<file path="src/rtl/ctr_pkg.sv">
package ctr_pkg;
    localparam int CORE_W    = 2;
    localparam int INST_W    = 3;
    localparam int DATA_W    = 32;
    localparam int OFF_W     = 3;
    localparam int STUB_WORDS = 4;
    localparam logic [1:0] SIZE_WORD = 2'b10;

    typedef enum logic [1:0] {
        ST_IDLE  = 2'd0,
        ST_ACK   = 2'd1,
        ST_FAULT = 2'd2
    } rsp_state_e;

    typedef struct packed {
        logic              err;
        logic [INST_W-1:0] inst;
    } route_t;
endpackage

</file>
<file path="src/rtl/ctr_window_decode.sv">
module ctr_window_decode
    import ctr_pkg::*;
#(
    parameter int NUM_CORES = 4,
    parameter int WIN_W     = 4
) (
    input  logic [WIN_W-1:0]  win,
    input  logic [1:0]        low,
    input  logic [1:0]        size,
    input  logic [CORE_W-1:0] core,
    output route_t            route
);
    localparam int NUM_WIN = 2 + 2 * NUM_CORES;

    always_comb begin
        route.err  = 1'b0;
        route.inst = '0;
        if (size != SIZE_WORD || low != 2'b00) begin
            route.err = 1'b1;
        end else if (win == WIN_W'(0)) begin
            route.inst = INST_W'({core, 1'b0});               // timer of requester
            route.err  = (32'(core) >= NUM_CORES);
        end else if (win == WIN_W'(1)) begin
            route.inst = INST_W'({core, 1'b1});               // watchdog of requester
            route.err  = (32'(core) >= NUM_CORES);
        end else if (32'(win) < NUM_WIN) begin
            route.inst = INST_W'(32'(win) - 2);               // direct windows
        end else begin
            route.err = 1'b1;
        end
    end
endmodule

</file>
<file path="src/rtl/ctr_regfile_stub.sv">
module ctr_regfile_stub
    import ctr_pkg::*;
(
    input  logic              clk,
    input  logic              rst_n,
    input  logic              wr_en,
    input  logic [OFF_W-1:0]  offset,
    input  logic [DATA_W-1:0] wdata,
    output logic [DATA_W-1:0] rdata,
    output logic              irq
);
    logic [DATA_W-1:0] regs [STUB_WORDS];
    logic              in_range;

    assign in_range = (32'(offset) < STUB_WORDS);

    always_ff @(posedge clk or negedge rst_n) begin
        if (!rst_n) begin
            for (int i = 0; i < STUB_WORDS; i++) regs[i] <= '0;
        end else if (wr_en && in_range) begin
            regs[offset[1:0]] <= wdata;
        end
    end

    assign rdata = in_range ? regs[offset[1:0]] : '0;
    assign irq   = regs[STUB_WORDS-1][0];

    p_high_write_ignored_r9: assert property (@(posedge clk) disable iff (!rst_n)
        (wr_en && !in_range) |=> ($stable(regs[0]) && $stable(regs[1]) &&
                                  $stable(regs[2]) && $stable(regs[3])));

    p_irq_only_on_write_r8: assert property (@(posedge clk) disable iff (!rst_n)
        !wr_en |=> $stable(irq));
endmodule

</file>
<file path="src/rtl/core_timer_router.sv">
module core_timer_router
    import ctr_pkg::*;
#(
    parameter int NUM_CORES = 4,
    parameter int WIN_W     = 4
) (
    input  logic                   clk,
    input  logic                   rst_n,
    input  logic                   req_valid,
    input  logic                   req_write,
    input  logic [WIN_W+4:0]       req_addr,
    input  logic [1:0]             req_size,
    input  logic [CORE_W-1:0]      req_core,
    input  logic [DATA_W-1:0]      req_wdata,
    output logic                   rsp_valid,
    output logic                   rsp_err,
    output logic [DATA_W-1:0]      rsp_rdata,
    output logic [2*NUM_CORES-1:0] irq
);
    localparam int NUM_INST = 2 * NUM_CORES;

    route_t            route;
    rsp_state_e        state;
    logic [DATA_W-1:0] rdata_q;
    logic [DATA_W-1:0] inst_rdata [NUM_INST];
    logic [NUM_INST-1:0] wr_vec;
    logic [DATA_W-1:0] sel_rdata;
    logic              wr_fire;

    ctr_window_decode #(.NUM_CORES(NUM_CORES), .WIN_W(WIN_W)) u_decode (
        .win  (req_addr[WIN_W+4:5]),
        .low  (req_addr[1:0]),
        .size (req_size),
        .core (req_core),
        .route(route)
    );

    assign wr_fire = req_valid && req_write && !route.err;

    for (genvar g = 0; g < NUM_INST; g++) begin : g_inst
        assign wr_vec[g] = wr_fire && (route.inst == INST_W'(g));
        ctr_regfile_stub u_stub (
            .clk   (clk),
            .rst_n (rst_n),
            .wr_en (wr_vec[g]),
            .offset(req_addr[4:2]),
            .wdata (req_wdata),
            .rdata (inst_rdata[g]),
            .irq   (irq[g])
        );
    end

    always_comb begin
        sel_rdata = '0;
        for (int i = 0; i < NUM_INST; i++)
            if (route.inst == INST_W'(i)) sel_rdata = inst_rdata[i];
    end

    // State register and captured read data
    always_ff @(posedge clk or negedge rst_n) begin
        if (!rst_n) begin
            state   <= ST_IDLE;
            rdata_q <= '0;
        end else if (req_valid) begin
            state   <= route.err ? ST_FAULT : ST_ACK;
            rdata_q <= (route.err || req_write) ? '0 : sel_rdata;
        end else begin
            state   <= ST_IDLE;
            rdata_q <= '0;
        end
    end

    // Outputs from state
    always_comb begin
        rsp_valid = 1'b0;
        rsp_err   = 1'b0;
        unique case (state)
            ST_IDLE:  begin rsp_valid = 1'b0; rsp_err = 1'b0; end
            ST_ACK:   begin rsp_valid = 1'b1; rsp_err = 1'b0; end
            ST_FAULT: begin rsp_valid = 1'b1; rsp_err = 1'b1; end
            default:  begin rsp_valid = 1'b0; rsp_err = 1'b0; end
        endcase
    end
    assign rsp_rdata = rdata_q;

    p_resp_follows_req_r1: assert property (@(posedge clk) disable iff (!rst_n)
        req_valid |=> rsp_valid);
    p_no_spurious_resp_r1: assert property (@(posedge clk) disable iff (!rst_n)
        !req_valid |=> !rsp_valid);
    p_err_needs_valid_r7: assert property (@(posedge clk) disable iff (!rst_n)
        rsp_err |-> rsp_valid);
    p_err_zero_data_r7: assert property (@(posedge clk) disable iff (!rst_n)
        rsp_err |-> (rsp_rdata == '0));
    p_err_blocks_write_r7: assert property (@(posedge clk) disable iff (!rst_n)
        (req_valid && route.err) |-> (wr_vec == '0));
    p_single_target_r2: assert property (@(posedge clk) disable iff (!rst_n)
        $onehot0(wr_vec));
    p_write_zero_data_r10: assert property (@(posedge clk) disable iff (!rst_n)
        (req_valid && req_write) |=> (rsp_rdata == '0));
    p_alias_core_in_range_r4: assert property (@(posedge clk) disable iff (!rst_n)
        (req_valid && !route.err && (req_addr[WIN_W+4:6] == '0))
            |-> (32'(req_core) < NUM_CORES));
endmodule

</file>
<file path="config.mk">
export PLATFORM = sky130hd
export DESIGN_NAME = core_timer_router
export DESIGN_NICKNAME = d
export VERILOG_FILES = /design/src/rtl/ctr_pkg.sv /design/src/rtl/ctr_window_decode.sv /design/src/rtl/ctr_regfile_stub.sv /design/src/rtl/core_timer_router.sv
export SDC_FILE = /design/constraint.sdc
export NUM_CORES = 2
export LEC_CHECK = 0
export CORE_MARGIN = 2
export CORE_UTILIZATION = 35
export DETAILED_ROUTE_END_ITERATION = 8
export SLEW_MARGIN = 20
export SYNTH_ARGS = -nofsm -noshare
export SYNTH_HDL_FRONTEND = slang
export SYNTH_SLANG_ARGS = --single-unit
</file>
<file path="constraint.sdc">
create_clock -name clk -period 1.9 [get_ports clk]
set_input_delay 0.38 -clock clk [delete_from_list [all_inputs] [get_ports clk]]
set_output_delay 0.38 -clock clk [all_outputs]
set_load 0.005 [all_outputs]
</file>
Word-level counts from Yosys, hierarchy flattened
Cells that the tools add are included.
W data, S select, Z words.
{"block": "totals", "regBits": 1058, "out_inout_bits": 42, "in_bits": 49}
{"block": "classes", "eq_ne": 11, "n_bitwise": 1, "order_cmp": 4, "n_reduce_logical": 26, "n_mux": 62, "addsub": 1}
{"op": "$mux W32", "count": 35}
{"op": "$bwmux W128", "count": 8}
{"op": "$bmux W32 S2", "count": 8}
{"op": "$demux W32 S2", "count": 1}
{"op": "$logic_and A1 B1 Y1", "count": 19}
{"op": "$eq A3 B3 Y1 const B", "count": 4}
{"op": "$mux W4", "count": 2}
{"op": "$eq A3 B2 Y1 const B", "count": 2}
{"op": "$mux W3", "count": 2}
{"op": "$eq A4 B1 Y1 const B", "count": 1}
{"op": "$logic_not A4 Y1", "count": 1}
{"op": "$lt A4 B4 Y1 const B", "count": 1}
{"op": "$mux W1", "count": 4}
{"op": "$mux W2", "count": 2}
{"op": "$eq A3 B1 Y1 const B", "count": 1}
{"op": "$ge A3 B3 Y1 const B", "count": 1}
{"op": "$logic_not A3 Y1", "count": 1}
{"op": "$lt A3 B1 Y1 const B", "count": 1}
{"op": "$lt A3 B3 Y1 const B", "count": 1}
{"op": "$not A2 Y3", "count": 1}
{"op": "$sub A3 B2 Y3 const B", "count": 1}
{"op": "$eq A2 B1 Y1 const B", "count": 1}
{"op": "$eq A2 B2 Y1 const B", "count": 1}
{"op": "$logic_or A1 B1 Y1", "count": 2}
{"op": "4 further kinds", "count": 4}

Longest topological paths before layout
{"block": "depth", "ltp_word": 16, "depth_mapped": 10}

Hierarchy
From an unflattened synthesis, not the netlist that was laid out.
{"block": "hier_totals", "cells_unflattened": 3455, "area_unflattened_um2": 49545.0}
{"mod": "ctr_regfile_stub", "cells_each": 387, "area_per_inst_um2": 5758.0, "seq_area_each_um2": 3203.1, "n_inst": 8}
{"mod": "core_timer_router", "cells_each": 348, "area_per_inst_um2": 3409.5, "seq_area_each_um2": 850.8, "n_inst": 1}
{"mod": "ctr_window_decode", "cells_each": 11, "area_per_inst_um2": 71.3, "seq_area_each_um2": 0.0, "n_inst": 1}

Worst setup path before layout
Ideal clock, no wire load.
{"block": "synth_path", "path_kind": "input port to flip-flop", "start": "input port req_addr[6]", "end": "register g_inst[5].u_stub.regs[66] in the netlist's numbering", "path_buffers": 4, "path_stages": 9, "setup_ns": 0.125, "required_time_ns": 1.775, "setup_slack_ns": -0.669, "arrival_time_ns": 2.444, "cell_sequence": "buf_2 or2_1 clkbuf_1 o41a_1 or2_1 clkbuf_1 nor2_2 buf_2 mux2_2"}
{"block": "synth_via", "elab_chain_len": 9, "word_cells_on_any_way": 15, "cone_classes": "1 x add/sub; 1 x order compare; 2 x eq/ne; 6 x mux; 5 x reduce/logical"}
{"item": "from (decl)", "line": "core_timer_router.sv:11", "source": "input logic [WIN_W+4:0] req_addr,"}
{"item": "$lt A4 B4 Y1", "line": "ctr_window_decode.sv:26", "source": "end else if (32'(win) < NUM_WIN) begin"}
{"item": "$mux W1", "line": "ctr_window_decode.sv:26"}
{"item": "$mux W4", "line": "ctr_window_decode.sv:23", "source": "end else if (win == WIN_W'(1)) begin"}
{"item": "$mux W4 *", "line": "ctr_window_decode.sv:20", "source": "end else if (win == WIN_W'(0)) begin"}
{"item": "branches (longest 3 deep; another with $mux W3)"}
{"item": "$logic_and A1 B1 Y1 *", "line": "core_timer_router.sv:41", "source": "assign wr_vec[g] = wr_fire && (route.inst == INST_W'(g));"}
{"item": "$logic_and A1 B1 Y1 *", "line": "ctr_regfile_stub.sv:20", "source": "end else if (wr_en && in_range) begin"}
{"item": "to (signal, indexed assignment)", "line": "ctr_regfile_stub.sv:21", "source": "regs[offset[1:0]] <= wdata;"}
{"item": "to (decl)", "line": "ctr_regfile_stub.sv:12", "source": "logic [DATA_W-1:0] regs [STUB_WORDS];"}
Mark *: on every way between the ends.
A chain may end at the register's enable or synchronous reset.

Worst setup path in the final report
{"block": "layout_path", "start": "input port req_addr[1]", "end": "register g_inst[7].u_stub.regs[61] in the netlist's numbering"}
{"block": "layout_via", "elab_chain_len": 7, "word_cells_on_any_way": 9, "cone_classes": "1 x eq/ne; 2 x mux; 6 x reduce/logical"}
{"item": "$reduce_bool A2 Y1 *", "line": "ctr_window_decode.sv:18", "source": "if (size != SIZE_WORD || low != 2'b00) begin"}
{"item": "$logic_or A1 B1 Y1 *", "line": "ctr_window_decode.sv:18"}
{"item": "branches (longest 3 deep; another with $mux W3)"}
{"item": "$logic_and A1 B1 Y1 *", "line": "core_timer_router.sv:41"}
{"item": "$logic_and A1 B1 Y1 *", "line": "ctr_regfile_stub.sv:20"}
{"item": "to (signal, indexed assignment)", "line": "ctr_regfile_stub.sv:21"}
{"item": "to (decl)", "line": "ctr_regfile_stub.sv:12"}
Marked as above.

==> summary.md <==
| Metric | Value |
|---|---|
| Hpwl dp | 94540 um |
| Run status | finished, violations left |
| Die height | 375.2 um |
| Final Hold Vio Count | 0 |
| Worst hold stages | 3 |
| Syn Area/Cell | 15.40 um2 |
| Fin nets | 3650 |
| Syn_nets | 3182 |
| FF+latch area | 26480 um2 |
| Post-layout min period | 2.130 ns |
| Cell Area, Placed | 56190 um2 |
| Worst-Skew Late Latency | 0.75 ns |
| Vias in the first global route | 32230 |
| Netlist cell types | 63 |
| Drt total wl | around 170000 um |
| Highest routed layer | met5 |
| Synth async-reset ratio | 1.000 |
| Slew Viols, Final | 0 |
| Post-synth EDFFs | 0 |
| Register-to-register setup slack | 0.11 ns |
| Design area | 65270 um2 |
| Area of the core | about 140000 um2 |
| WP data arrival | 2.73 ns |
| # setup viols final | 764 |
| Max_slew headroom | 0.5900 |
| Die W | 375.2 um |
| PD cells | 746.0 nW/um2 |
| # DRC | 0 |
| Cells after Synth | roughly 3100 |
| Fin cells | 5487 |
| Synth-to-Final Area Change | 35.31% |
| Pre-CTS setup slack | -1.462 ns |
| CTS tree | yes |
| Fmax achieved | ~470 MHz |
| Die area | 140800 um2 |
| Kind of end point of the critical path | register |
| Hold Crit Class | input pin to register |
| Clock root buffer | clkbuf_16 |
| Area of the multi-input gates | ~24000 um2 |
| Clock-pin slew on the worst setup and hold paths | ~0.060 ns |
| Cell area after synthesis | roughly 48000 um2 |
| Leak | 30.57 nW |
| I/O Pins | 91 |
| Worst endpoint required time | about 2.5 ns |
| Max-cap violations | 0 |
| Number of buffers created by CTS | roughly 110 |
| Worst reg2reg path endpoint | rsp_rdata[23] |
| M1 WL | 73240 um |
| Setup Skew | 0.04427 ns |
| Standard-cell rows | 136 |
| Overflow after GRT | 0 |
| # H-tree levels | 3 |
| Routed wl met3 | 12750 um |
| R2r worst-path depth | 5 |
| Initial Util | 0.3517 |
| Largest net degree at the start of global routing | 106 |
| Routed vias | 31180 |
| Pwr Total | 48.69 mW |
| RSZ-0062 raised after global routing | true |
| Layout cell share with drive strength beyond 1 | 0.5956 |
| DR WL/cell | 30.88 um |
| Top_reg_cell synth | dfrtp_1 |
| Clock Path Buffers | 3 |
| Startpoint Class | input pin |
| Initial antenna violation count | 4 |
| Pre-Repair DR Iteration Count | 6 |
| IO Port Bufs | 90 |
| Clk sink count | ~1100 |
| Endpoint, Worst Hold | state[1] |
| RR Startpoint | g_inst[5].u_stub.regs[23] |
| First-pass GRT wire length | 237300 um |
| Final antenna-violating net count | 0 |
| Max VDD drop | 0.0006682 V |
| Hold path start | req_valid |
| Fin crit share | 1.121 |
| Sequential area share after synthesis | 0.5489 |
| RePlAce Congestion | between 0.8 and 0.9 |
| Placed insts | roughly 5000 |
| Hold slack | 0.05466 ns |
| Seq cells post-synth | 1058 |
| Initial DRC Count | 2581 |
| Fillers | 11480 |
| Tot GR Track Use | 0.2302 |
| Met2 Wirelength | 76020 um |
| Fin worst setup slack | -0.2301 ns |
| Failing checks | setup timing |
| WS Path Type | input pin to register |
| Crit Path Max Fanout | 5 |
| Yosys synthesis warning count | 0 |
| Vias/cell | 5.682 |
| Worst Max-Slew Pin Slew | 0.6149 ns |
[metal layers]
metal,vias up,track usage
met5,-,0
met4,4,0.08017
met3,323,0.04666
met2,1150,0.3544
met1,17060,0.3238
li1,12640,-
[Yosys cell counts (2+ instances only)]
master / n / area share
o22ai_1: 3 / 0.00039
mux4_2: 256 / 0.12
a21oi_1: 34 / 0.0035
nand3_1: 8 / 0.00083
a21o_1: 27 / 0.0042
a211o_1: 2 / 0.00036
clkbuf_1: 179 / 0.014
nand2b_1: 4 / 0.00052
nor2_1: 22 / 0.0017
a31oi_1: 3 / 0.00039
mux2i_1: 5 / 0.0010
buf_4: 29 / 0.0045
nor3_2: 2 / 0.00042
a2111oi_0: 2 / 0.00036
buf_1: 29 / 0.0023
nor4_1: 2 / 0.00026
dfrtp_1: 1058 / 0.55
a31o_1: 20 / 0.0036
o21ai_0: 55 / 0.0057
buf_2: 78 / 0.0081
a31o_2: 6 / 0.0011
inv_1: 5 / 0.00039
mux2_1: 57 / 0.013
and3_1: 2 / 0.00026
mux2_2: 968 / 0.23
nand4_1: 3 / 0.00039
and2_1: 7 / 0.00091
nand2_1: 80 / 0.0062
a211oi_1: 4 / 0.00062
nor2_2: 11 / 0.0014
o21a_1: 2 / 0.00031
o211ai_1: 29 / 0.0045
or2_1: 3 / 0.00039
a41oi_1: 25 / 0.0045
nor3_1: 4 / 0.00042
a22o_1: 26 / 0.0047
nor2b_1: 28 / 0.0036
o21ai_1: 3 / 0.00031
or3_1: 2 / 0.00026
o2bb2ai_1: 26 / 0.0047
[through the flow]
| stage | TNS (ns) | util |
|---|---|---|
| final | -71.48 | 0.4759 |
| after global routing | -68.72 | 0.4759 |
| after CTS | -36.77 | 0.4633 |
| after detailed placement | -1177.01 | 0.4097 |
| after global placement | -1163.89 | 0.4097 |
| after floorplan | -495.65 | - |
[state kept, by name (all words and copies together) (netlist names)]
| name | count |
|---|---|
| state | 2 |
| g_inst.u_stub.regs | 1016 |
| rsp_rdata | 32 |
| g_inst.u_stub.irq | 8 |
[layout by cell type, fill, tap and decap left out, types with 5 or more instances in the layout]
cell	n
mux4_2	256
buf_4	270
nor2_4	26
dlygate4sd2_1	25
buf_12	157
clkbuf_1	26
a21o_1	27
clkdlybuf4s50_1	33
dfrtp_1	1053
a22o_1	26
dlymetal6s2s_1	16
nor2b_1	28
a31o_1	20
o2bb2ai_1	25
o21ai_1	11
o211ai_1	29
dfrtp_2	5
bufinv_16	12
clkbuf_8	24
buf_6	63
mux2i_1	5
nand2_4	22
nand2_1	45
clkbuf_16	135
mux2_2	387
nor2_1	8
mux2_4	638
buf_16	53
a21oi_1	33
buf_8	17
buf_2	7
a31o_4	5
nand2_2	11
a41oi_2	25
o21ai_2	6
o21ai_0	41
clkinv_2	20
[worst max-delay path by stage]
stage,from,endpoint,slack (ns),depth (start not counted)
4_1_cts,req_addr[0],g_inst[2].u_stub.regs[79],-0.23,12
2_1_floorplan,req_size[0],g_inst[3].u_stub.regs[65],-0.60,7
6_report,req_addr[1],g_inst[7].u_stub.regs[61],-0.23,9
3_3_place_gp,req_size[0],rsp_rdata[7],-1.50,9
3_5_place_dp,req_size[0],rsp_rdata[7],-1.46,9
5_1_grt,req_addr[1],g_inst[6].u_stub.regs[3],-0.22,10
[what timing repair did]
| item | in CTS | in global routing |
|---|---|---|
| cloned | 54 | 25 |
| setup buffers | 85 | 41 |
| pin swaps | 41 | 49 |
| gates resized for setup | 356 | 348 |
| hold endpoints to repair | 448 | 0 |
| hold buffers | 1 | 0 |
| setup endpoints to repair | 1098 | 923 |
[kinds of logic after synthesis]
group,count (synthesis),synth area share
mux,1286,0.3599
flops,1058,0.5489
fa+ha+maj,1,0.0002594
simple gates,186,0.01940
buf+inv,320,0.02918
compound gates,281,0.04241
[area by class of cell]
class | count | share of cell area
clock buffer | 163 | 0.04988
inverter | 5 | 0.0002876
antenna | 1 | 0.00003834
timing repair buffer | 668 | 0.1374
multi-input combinational | 1755 | 0.3626
sequential | 1058 | 0.4057
tap | 1794 | 0.03439
clock inverter | 43 | 0.009623
[critical path: stages]
cell and delay (ns):
buf_8 0.09, or4b_4 0.60, buf_6 0.16, or4_4 0.46, buf_6 0.15, nor2_4 0.17
buf_12 0.20, buf_16 0.19, mux2_4 0.31
[where the power goes]
| group | total, mW | internal [mW] | switching [mW] |
|---|---|---|---|
| Combinational | 2.78 | 1.06 | 1.73 |
| Sequential | 22.7 | 22.6 | 0.0493 |
| Clock | 23.2 | 13.5 | 9.68 |
| Total | 48.7 | 37.2 | 11.5 |
Note: power is estimated with default switching activity, not from simulation.
